### src/rtl/mcsm_pkg.sv
package mcsm_pkg;

    localparam int CMD_W = 3;

    typedef enum logic [1:0] {
        ST_CFG = 2'd0,
        ST_RDY = 2'd1,
        ST_PSE = 2'd2,
        ST_LP  = 2'd3
    } op_state_e;

    localparam logic [2:0] OBS_STARTING = 3'd4;

    localparam logic [CMD_W-1:0] C_GO     = 3'd0;
    localparam logic [CMD_W-1:0] C_SLEEP  = 3'd1;
    localparam logic [CMD_W-1:0] C_WAKE   = 3'd2;
    localparam logic [CMD_W-1:0] C_PAUSE  = 3'd3;
    localparam logic [CMD_W-1:0] C_CONF   = 3'd4;
    localparam logic [CMD_W-1:0] C_APAUSE = 3'd5;

    typedef struct packed {
        logic      take;
        op_state_e nxt;
        logic      via_apause;
    } cmd_dec_t;

    // Decides whether a register command is legal in the current state and where it goes.
    function automatic cmd_dec_t decode_cmd(
        input op_state_e            cur,
        input logic [CMD_W-1:0]     code,
        input logic                 idle,
        input logic                 ddone,
        input logic                 apause,
        input logic                 hs_entry
    );
        cmd_dec_t d;
        d.take       = 1'b0;
        d.nxt        = cur;
        d.via_apause = 1'b0;
        unique case (cur)
            ST_CFG: begin
                if (code == C_GO && idle && ddone) begin
                    d.take = 1'b1; d.nxt = ST_RDY;
                end
            end
            ST_RDY: begin
                if (code == C_APAUSE) begin
                    d.take = 1'b1; d.nxt = ST_PSE; d.via_apause = 1'b1;
                end else if (idle && code == C_PAUSE) begin
                    d.take = 1'b1; d.nxt = ST_PSE;
                end else if (idle && code == C_CONF) begin
                    d.take = 1'b1; d.nxt = ST_CFG;
                end else if (idle && code == C_SLEEP) begin
                    d.take = 1'b1; d.nxt = ST_LP;
                end
            end
            ST_PSE: begin
                if (idle && code == C_GO) begin
                    d.take = 1'b1; d.nxt = ST_RDY;
                end else if (idle && code == C_CONF && !apause) begin
                    d.take = 1'b1; d.nxt = ST_CFG;
                end
            end
            ST_LP: begin
                if (idle && code == C_WAKE && !hs_entry) begin
                    d.take = 1'b1; d.nxt = ST_RDY;
                end
            end
            default: ;
        endcase
        return d;
    endfunction

endpackage

### src/rtl/mcsm_warmup.sv
module mcsm_warmup #(
    parameter int WARM_CYCLES = 2
) (
    input  logic clk,
    input  logic rst,
    output logic ready
);
    localparam int CW = $clog2(WARM_CYCLES + 1);
    localparam logic [CW-1:0] LIMIT = CW'(WARM_CYCLES);

    logic [CW-1:0] cnt_q;

    always_ff @(posedge clk) begin
        if (rst)
            cnt_q <= '0;
        else if (cnt_q != LIMIT)
            cnt_q <= cnt_q + 1'b1;
    end

    assign ready = (cnt_q == LIMIT);
endmodule

### src/rtl/mcsm_fsm.sv
module mcsm_fsm
    import mcsm_pkg::*;
(
    input  logic             clk,
    input  logic             rst,
    input  logic             ready,
    input  logic             cmd_valid,
    input  logic [CMD_W-1:0] cmd_code,
    input  logic             lp_req,
    input  logic             dp_idle,
    input  logic             direct_done,
    output op_state_e        state,
    output logic             act_pause,
    output logic             hs_entry,
    output logic             hs_take,
    output logic             hs_refuse
);
    op_state_e state_q;
    logic      apause_q;
    logic      hs_entry_q;
    cmd_dec_t  dec;
    logic      cmd_take;
    logic      hs_ok;

    always_comb begin
        dec      = decode_cmd(state_q, cmd_code, dp_idle, direct_done, apause_q, hs_entry_q);
        cmd_take = ready && cmd_valid && dec.take;
        hs_ok    = ready && lp_req && !cmd_take &&
                   ((state_q == ST_RDY && dp_idle) || (state_q == ST_LP && hs_entry_q));
    end

    always_ff @(posedge clk) begin
        if (rst) begin
            state_q    <= ST_CFG;
            apause_q   <= 1'b0;
            hs_entry_q <= 1'b0;
        end else if (cmd_take) begin
            state_q    <= dec.nxt;
            apause_q   <= dec.via_apause;
            hs_entry_q <= 1'b0;
        end else if (hs_ok) begin
            state_q    <= (state_q == ST_RDY) ? ST_LP : ST_RDY;
            apause_q   <= 1'b0;
            hs_entry_q <= (state_q == ST_RDY);
        end
    end

    assign state     = state_q;
    assign act_pause = apause_q;
    assign hs_entry  = hs_entry_q;
    assign hs_take   = hs_ok;
    assign hs_refuse = lp_req && !hs_ok;
endmodule

### src/rtl/mcsm_hs_resp.sv
module mcsm_hs_resp (
    input  logic clk,
    input  logic rst,
    input  logic hs_take,
    input  logic hs_refuse,
    output logic accept,
    output logic deny
);
    logic pend_q, acc_q, deny_q;

    always_ff @(posedge clk) begin
        if (rst) begin
            pend_q <= 1'b0;
            acc_q  <= 1'b0;
            deny_q <= 1'b0;
        end else begin
            pend_q <= hs_take;
            acc_q  <= pend_q;
            deny_q <= hs_refuse;
        end
    end

    assign accept = acc_q;
    assign deny   = deny_q;
endmodule

### src/rtl/mc_opstate_mgr.sv
module mc_opstate_mgr
    import mcsm_pkg::*;
#(
    parameter int WARM_CYCLES = 2
) (
    input  logic       clk,
    input  logic       rst,
    input  logic       cmd_valid,
    input  logic [2:0] cmd_code,
    input  logic       lp_req,
    input  logic       dp_idle,
    input  logic       direct_done,
    output logic [2:0] state_o,
    output logic       arb_hold,
    output logic       refresh_en,
    output logic       lp_accept,
    output logic       lp_deny,
    output logic       lp_via_hs
);
    logic      ready;
    op_state_e st;
    logic      act_pause;
    logic      hs_entry;
    logic      hs_take;
    logic      hs_refuse;

    mcsm_warmup #(.WARM_CYCLES(WARM_CYCLES)) u_warm (
        .clk   (clk),
        .rst   (rst),
        .ready (ready)
    );

    mcsm_fsm u_fsm (
        .clk         (clk),
        .rst         (rst),
        .ready       (ready),
        .cmd_valid   (cmd_valid),
        .cmd_code    (cmd_code),
        .lp_req      (lp_req),
        .dp_idle     (dp_idle),
        .direct_done (direct_done),
        .state       (st),
        .act_pause   (act_pause),
        .hs_entry    (hs_entry),
        .hs_take     (hs_take),
        .hs_refuse   (hs_refuse)
    );

    mcsm_hs_resp u_resp (
        .clk       (clk),
        .rst       (rst),
        .hs_take   (hs_take),
        .hs_refuse (hs_refuse),
        .accept    (lp_accept),
        .deny      (lp_deny)
    );

    always_comb begin
        state_o    = ready ? {1'b0, st} : OBS_STARTING;
        arb_hold   = !(ready && st == ST_RDY);
        refresh_en = ready && (st == ST_RDY || st == ST_PSE);
        lp_via_hs  = ready && st == ST_LP && hs_entry;
    end
endmodule

### config.mk
export PLATFORM = sky130hd
export DESIGN_NAME = mc_opstate_mgr
export DESIGN_NICKNAME = d
export VERILOG_FILES = /design/src/rtl/mcsm_pkg.sv /design/src/rtl/mcsm_warmup.sv /design/src/rtl/mcsm_fsm.sv /design/src/rtl/mcsm_hs_resp.sv /design/src/rtl/mc_opstate_mgr.sv
export SDC_FILE = /design/constraint.sdc
export NUM_CORES = 1
export LEC_CHECK = 0
export ABC_AREA = 1
export BUFFER_PORTS_ARGS = -buffer_cell sky130_fd_sc_hd__clkbuf_2
export CAP_MARGIN = 20
export CORE_MARGIN = 2
export CORE_UTILIZATION = 26
export DETAILED_ROUTE_END_ITERATION = 12
export PLACE_DENSITY = 0.52
export SKIP_CTS_REPAIR_TIMING = 1
export SYNTH_ARGS = -nofsm -noshare
export SYNTH_HDL_FRONTEND = slang
export SYNTH_SLANG_ARGS = --single-unit
export TNS_END_PERCENT = 1
### constraint.sdc
create_clock -name clk -period 3.67 [get_ports clk]
set_input_delay 0.367 -clock clk [delete_from_list [all_inputs] [get_ports clk]]
set_output_delay 0.367 -clock clk [all_outputs]
set_load 0.02 [all_outputs]
==> results of run 1 <==
metal layers:
metal  GRT usage [%]  routed length, microns  up-vias
li1                -                       -      378
met1           15.88                     810      315
met2           20.24                     706       22
met3           3.226                     101        0
met4           2.439                       0        0
met5               0                       0        -
cell usage after synthesis:
cell / number
inv_2: 1
nor2_2: 1
nor3_1: 1
nand3_1: 14
nor2_1: 14
nand4_1: 1
inv_1: 21
nand2_2: 5
o21ai_0: 4
or2_1: 1
nand2_1: 22
ha_1: 5
dfxtp_1: 9
o211ai_1: 1
o21a_1: 1
o22ai_1: 1
a21oi_4: 1
o21ai_2: 1
a21oi_1: 3
a21oi_2: 1
kinds of logic after synthesis:
family,count (synthesis)
compound gates,13
flops,9
buf+inv,22
simple gates,59
fa+ha+maj,5
cell type report:
class / instances / area, sq um / area share, %
timing repair buffer: 16 / 80.08 / 9.771
inverter: 22 / 82.58 / 10.08
tap: 30 / 37.54 / 4.580
clock buffer: 4 / 26.28 / 3.206
multi-input combinational: 77 / 412.9 / 50.38
sequential: 9 / 180.2 / 21.98
sequential cells by signal, summed over array words and instances, names as in the netlist:
signal           count
u_resp.accept        1
u_fsm.hs_entry       1
u_resp.deny          1
u_resp.pend_q        1
u_warm.cnt_q         2
u_fsm.state          2
u_fsm.act_pause      1
how the worst max path moves through the flow:
stage	end	start	slack, ns	cells after the start
floorplan	lp_via_hs	u_warm.cnt_q[0]	2.01	4
global placement	u_fsm.state[1]	u_fsm.state[0]	2.11	10
detailed placement	u_fsm.state[1]	u_fsm.state[0]	2.05	10
CTS	lp_via_hs	u_warm.cnt_q[0]	1.81	5
global route	lp_via_hs	u_warm.cnt_q[0]	1.67	5
finish	lp_via_hs	u_warm.cnt_q[0]	1.83	5
power by group through the flow:
stage / registers, W / logic, W / clock network [W]
final: 0.000111 / 0.0000603 / 0.0000749
after detailed placement: 0.000113 / 0.0000607 / 0
after global placement: 0.000113 / 0.0000598 / 0
after floorplan: 0.000113 / 0.0000402 / 0
after CTS: 0.000111 / 0.0000610 / 0.0000767
after global routing: 0.000112 / 0.0000706 / 0.0000842
per-stage QoR:
| step | utilization (%) | cells | worst slack (ns) | cell area (sq um) |
|---|---|---|---|---|
| after detailed placement | 32.02 | 154 | 2.050 | 793.3 |
| after floorplan | - | 108 | 2.006 | 675.6 |
| after CTS | 33.08 | 158 | 1.814 | 819.5 |
| after global placement | 32.02 | 154 | 2.106 | 793.3 |
| final | 33.08 | 158 | 1.833 | 819.5 |
| after global routing | 33.08 | 158 | 1.674 | 819.5 |
==> results.md, run 1 <==
- Starting Density: between 20% and 30%
- Library cells used by synthesis: 20
- Adder-cell share of the synthesized area: a little under a tenth
- Post-Syn Instances: 108
- Die area: ~3000 sq um
- Max-cap viol count: 0
- Setup-failing EPs final: 0
- DRC Markers: 0
- Number of buffers and inverters on the critical path: 3
- Crit start category: register
- Post-synthesis mux area share: 0%
- Reg2reg start: u_fsm.state[0]
- Worst-path fanout max: 7
- Post-Synth XOR/XNOR Area: 0%
- I/O pins: 17
- Critical path class: reg2out
- FMAX: about 0.54 GHz
- Insertion delay to the later sink of the worst-skew pair: ~0.25 ns
- Part of the cycle the worst path needs: 50.05%
- Register area share after synthesis: about a quarter
- Pint: ~0.00017 W
- Top cell type's share of synthesized area: approximately a quarter
- Pleak: ~0.43 nW
- Comb pwr share: 24.5%
- DRT Pass-1 Iters: 4
- Pwr per Cell Area: roughly 300 nW/um^2
- Grt ovf: 0
- Overall Power: ~0.00025 W
- Flop pwr share: a little under half
- GRT Total Usage: between 10 and 15%
- Synth Area in Simple Gates: roughly 39%
- Final #Nets: approximately 140
- Reg2Reg Setup Slack: ~2.1 ns
- Critical-path cell list: inv_1 > ha_1 > inv_1 > nor3_1 > clkbuf_2
- Most used cell, CP: inv_1
- Final HPWL DP: 1357 microns
- Placer Congestion: about 0.83
- DR vias/cell: about 4.5
- PortBufs: 16
- TritonCTS clock tree: done
- ANT nets after route: 0
- R2r worst-path depth: 10
- Family with the most delay on the worst path: buffers and inverters
- Setup tns final: 0 ns
- Largest family of logic cells by synthesized area: simple AND/OR/NAND/NOR gates
- Worst hold stages: 2
- CP endpoint kind: output pin
- Vias in the first global route: 633
- Top post-synthesis cells by area: dfxtp_1 27%, nand2_1 12%, inv_1 12%
- Worst slew pin tran: ~0.26 ns
- Total wire length: between 1500 and 2000 microns
- CP max stage cell: dfxtp_1
- Sw power: between 0.00007 and 0.00008 W
- Yosys warnings: 0
- Max clock buf depth: 2
- Synth-to-Final Area Change: 21.30%
- H-tree lvl count: 1
- Final Hold Vio Count: 0
- Most frequent cells in the layout: 22 x nand2_1, 21 x inv_1, 16 x clkbuf_2
- WP data arrival: about 1.5 ns
- Layout fillers: a little under 300
- Fraction of the mapped netlist area in compound gates: a little over an eighth
- Syn Nets: 122
- Routed wire per std cell: just over 10 microns
- CTS Root Cell: clkbuf_4
- Min Tclk post-route: 1.837 ns
- Initial antenna violation count: 0
- Drt initial violations: 17
- Hold/Removal Path Class: in2reg
- Crit path largest cell delay: about 0.32 ns
- Relative slew margins: between 80% and 90%
- Outcome: finished clean
- Hold Startpoint: rst
- DR vias: ~720
- Clock sink total: 9
- Synthesis-stage register bit count: 9
- First-pass GRT wire length: 2649 microns
- Share of layout cells above drive strength 1: 22.66%
- RSZ-0062 raised after global routing: false
- Clk pwr share: a little under a third
- Sw Share: between 30% and 40%
- Commonest non-fill, non-tap cell in the layout: nand2_1
- VDD IR-drop max: between 0.2 and 0.3 mV
- DIE WIDTH: approximately 55 microns
- FP Rows: 18
- Largest area contributor in the netlist: dfxtp_1
- Largest net degree at the start of global routing: 8
- Placeable Area: around 2500 sq um
- Synthesized area per cell: about 6.3 sq um
- R2R Path End: u_fsm.state[1]
- Worst-path clk slew: ~0.060 ns
- Required @ worst endpoint: between 3 and 4 ns
- Hold EP: u_fsm.act_pause
- Cell Area, Synth: slightly below 700 sq um
- Diode count: 0
- Max-slew violation count: 0
- Layout Skew: between 0.004 and 0.005 ns
- Die Height: ~55 microns
- WHS: about 0.33 ns
- CTS buffer count: 3
Power figures use the tool's default switching activity.
==> run 2, diff against run 1 <==
- clock period: 3.67 -> 1.7 ns (I/O delays scaled with it)
==> run 2 against run 1 <==
  * First-iteration DRC count grew 35%
  * Largest cell class unchanged
  * Critical endpoint unchanged
  * Global-route usage shrank 0.17 points
  * Die area is the same
==> results.md, run 2 (synthesis gave the netlist of run 1 again) <==
- RSZ-0062 raised after global routing: true (was false)
- Drt initial violations: 23 (was 17)
- Worst-path clk slew: 0.06 ns (about the same)
- DRC Markers: 0 (unchanged)
- Crit path largest cell delay: 0.32 ns (about the same)
- Required @ worst endpoint: 1.53 ns (was 3.30 ns)
- Hold EP: u_fsm.act_pause (unchanged)
- H-tree lvl count: 1 (unchanged)
- Worst slew pin tran: 0.1936 ns (was 0.2562 ns)
- Final HPWL DP: 1296 microns (was 1357 microns)
- Worst-path fanout max: 6 (was 7)
- Most frequent cells in the layout: 22 x nand2_1, 21 x inv_1, 16 x clkbuf_2 (unchanged)
- DR vias: 692 (was 715)
- Layout Skew: 0.0005642 ns (was 0.004223 ns)
- TritonCTS clock tree: done (unchanged)
- Reg2reg start: u_fsm.state[0] (unchanged)
- Max-cap viol count: 0 (unchanged)
- Die Height: 54.98 microns (unchanged)
- Family with the most delay on the worst path: buffers and inverters (unchanged)
- Setup-failing EPs final: 0 (unchanged)
- Insertion delay to the later sink of the worst-skew pair: 0.26 ns (was 0.25 ns)
- FP Rows: 18 (unchanged)
- Critical-path cell list: inv_1 > ha_2 > inv_1 > nor3_1 > clkbuf_2 (was inv_1 > ha_1 > inv_1 > nor3_1 > clkbuf_2)
- Outcome: finished clean (unchanged)
- R2r worst-path depth: 10 (unchanged)
- CP endpoint kind: output pin (unchanged)
- Layout fillers: 293 (unchanged)
- Hold Startpoint: rst (unchanged)
- Critical path class: reg2out (unchanged)
- Hold/Removal Path Class: in2reg (unchanged)
- Total wire length: 1549 microns (was 1618 microns)
- Routed wire per std cell: 9.742 microns (was 10.24 microns)
- Register Area: 181.4 sq um (was 180.2 sq um)
- Diode count: 0 (unchanged)
- Worst hold stages: 2 (unchanged)
- Placed instance area: 800.8 sq um (was 793.3 sq um)
- FMAX: 0.6547 GHz
- Setup WS post-layout: 0.1726 ns (was 1.833 ns)
- Crit start category: register (unchanged)
- DIE WIDTH: 54.98 microns (unchanged)
- Number of buffers and inverters on the critical path: 3 (unchanged)
- DR vias/cell: 4.352 (was 4.525)
- Clock sink total: 9 (unchanged)
- ANT nets after route: 0 (unchanged)
- CTS buffer count: 3 (unchanged)
- Part of the cycle the worst path needs: 89.85%
- Final #Nets: 144 (was 143)
- Commonest non-fill, non-tap cell in the layout: nand2_1 (unchanged)
- Largest net degree at the start of global routing: 7 (was 8)
- Multi-input logic area: 415.4 sq um (was 412.9 sq um)
- PortBufs: 16 (unchanged)
- Reg2Reg Setup Slack: 0.18 ns (was 2.06 ns)
- Max clock buf depth: 2 (unchanged)
- Starting Density: 27.27% (unchanged)
- Grt ovf: 0 (unchanged)
- Die area: 3022 sq um (unchanged)
- Max-slew violation count: 0 (unchanged)
- R2R Path End: u_fsm.state[1] (unchanged)
- Share of layout cells above drive strength 1: 24.81% (was 22.66%)
- First-pass GRT wire length: 2559 microns (was 2649 microns)
- Relative slew margins: 86.96% (was 82.92%)
- Placer Congestion: 0.9179 (was 0.8262)
- I/O pins: 17 (unchanged)
- Pwr per Cell Area: 661.3 nW/um^2 (was 300.5 nW/um^2)
- Synth-to-Final Area Change: 22.96% (was 21.30%)
- GRT Total Usage: 12.02% (was 12.18%)
- Pre-CTS WS: 0.1121 ns (was 2.050 ns)
- DRT Pass-1 Iters: 4 (unchanged)
- Placeable Area: 2477 sq um (unchanged)
- Pleak: 0.4351 nW (was 0.4309 nW)
- VDD IR-drop max: 0.4698 mV (was 0.2979 mV)
- Min Tclk post-route: about 1.5 ns
- CTS Root Cell: clkbuf_4 (unchanged)
- Most used cell, CP: inv_1 (unchanged)
- WP data arrival: 1.36 ns (was 1.47 ns)
- Final Hold Vio Count: 0 (unchanged)
- Post-layout instance area: 830.8 sq um (was 819.5 sq um)
- Initial antenna violation count: 0 (unchanged)
- Vias in the first global route: 613 (was 633)
- CP max stage cell: dfxtp_1 (unchanged)
## run 2: worst max-delay path by stage
| stage | startpoint | slack, ns | end | cells past startpoint |
|---|---|---|---|---|
| final | u_warm.cnt_q[0] | 0.17 | lp_via_hs | 5 |
| after global routing | u_fsm.state[0] | -0.004 | u_fsm.state[1] | 10 |
| after CTS | u_fsm.state[0] | 0.09 | u_fsm.state[1] | 10 |
| after detailed placement | u_fsm.state[0] | 0.11 | u_fsm.state[1] | 10 |
| after global placement | u_fsm.state[0] | 0.14 | u_fsm.state[1] | 10 |
| after floorplan | u_warm.cnt_q[0] | 0.23 | lp_via_hs | 4 |
## run 2: final cells by class
cell class / count / area share, %
repair buffers: 17 / 10.54
well taps: 30 / 4.518
multi-input cells: 77 / 50.00
flip-flops and latches: 9 / 21.84
clock buffers: 4 / 3.163
inverters: 22 / 9.940
## run 2: layer usage
metal	wire length (microns)	GRT usage (%)	share of wire [%]	vias up
met1	800	16.37	52	288
li1	-	-	-	384
met4	16	4.472	1.0	0
met3	80	3.495	5.2	5
met2	651	17.86	42	15
met5	0	0	0	-
## run 2: power by group
group / switching (W) / total, W / internal [W]
Clock: 0.0000757 / 0.000166 / 0.0000905
Combinational: 0.0000888 / 0.000143 / 0.0000538
Sequential: 0.0000104 / 0.000240 / 0.000230
## run 2: worst reg2reg max path, stage by stage, from the launching register on
cell and delay (ns):
dfxtp_2 0.37, inv_1 0.07, ha_1 0.23, nand4_1 0.13, nand3_1 0.12, o21ai_2 0.20
nand2_2 0.11, nand2_2 0.08, nand2_1 0.05, inv_1 0.04, nor2_1 0.03
## run 2: per-stage QoR
| stage | util (%) | TNS [ns] | hold WS (ns) | instances | total power, W |
|---|---|---|---|---|---|
| after floorplan | - | 0 | 0.2324 | 108 | 0.0003310 |
| after global placement | 32.32 | 0 | 0.3906 | 155 | 0.0003835 |
| after detailed placement | 32.32 | 0 | 0.3876 | 155 | 0.0003875 |
| after CTS | 33.38 | 0 | 0.1070 | 159 | 0.0005557 |
| after global routing | 33.54 | -0.004442 | 0.1008 | 159 | 0.0005973 |
| final | 33.54 | 0 | 0.1130 | 159 | 0.0005494 |
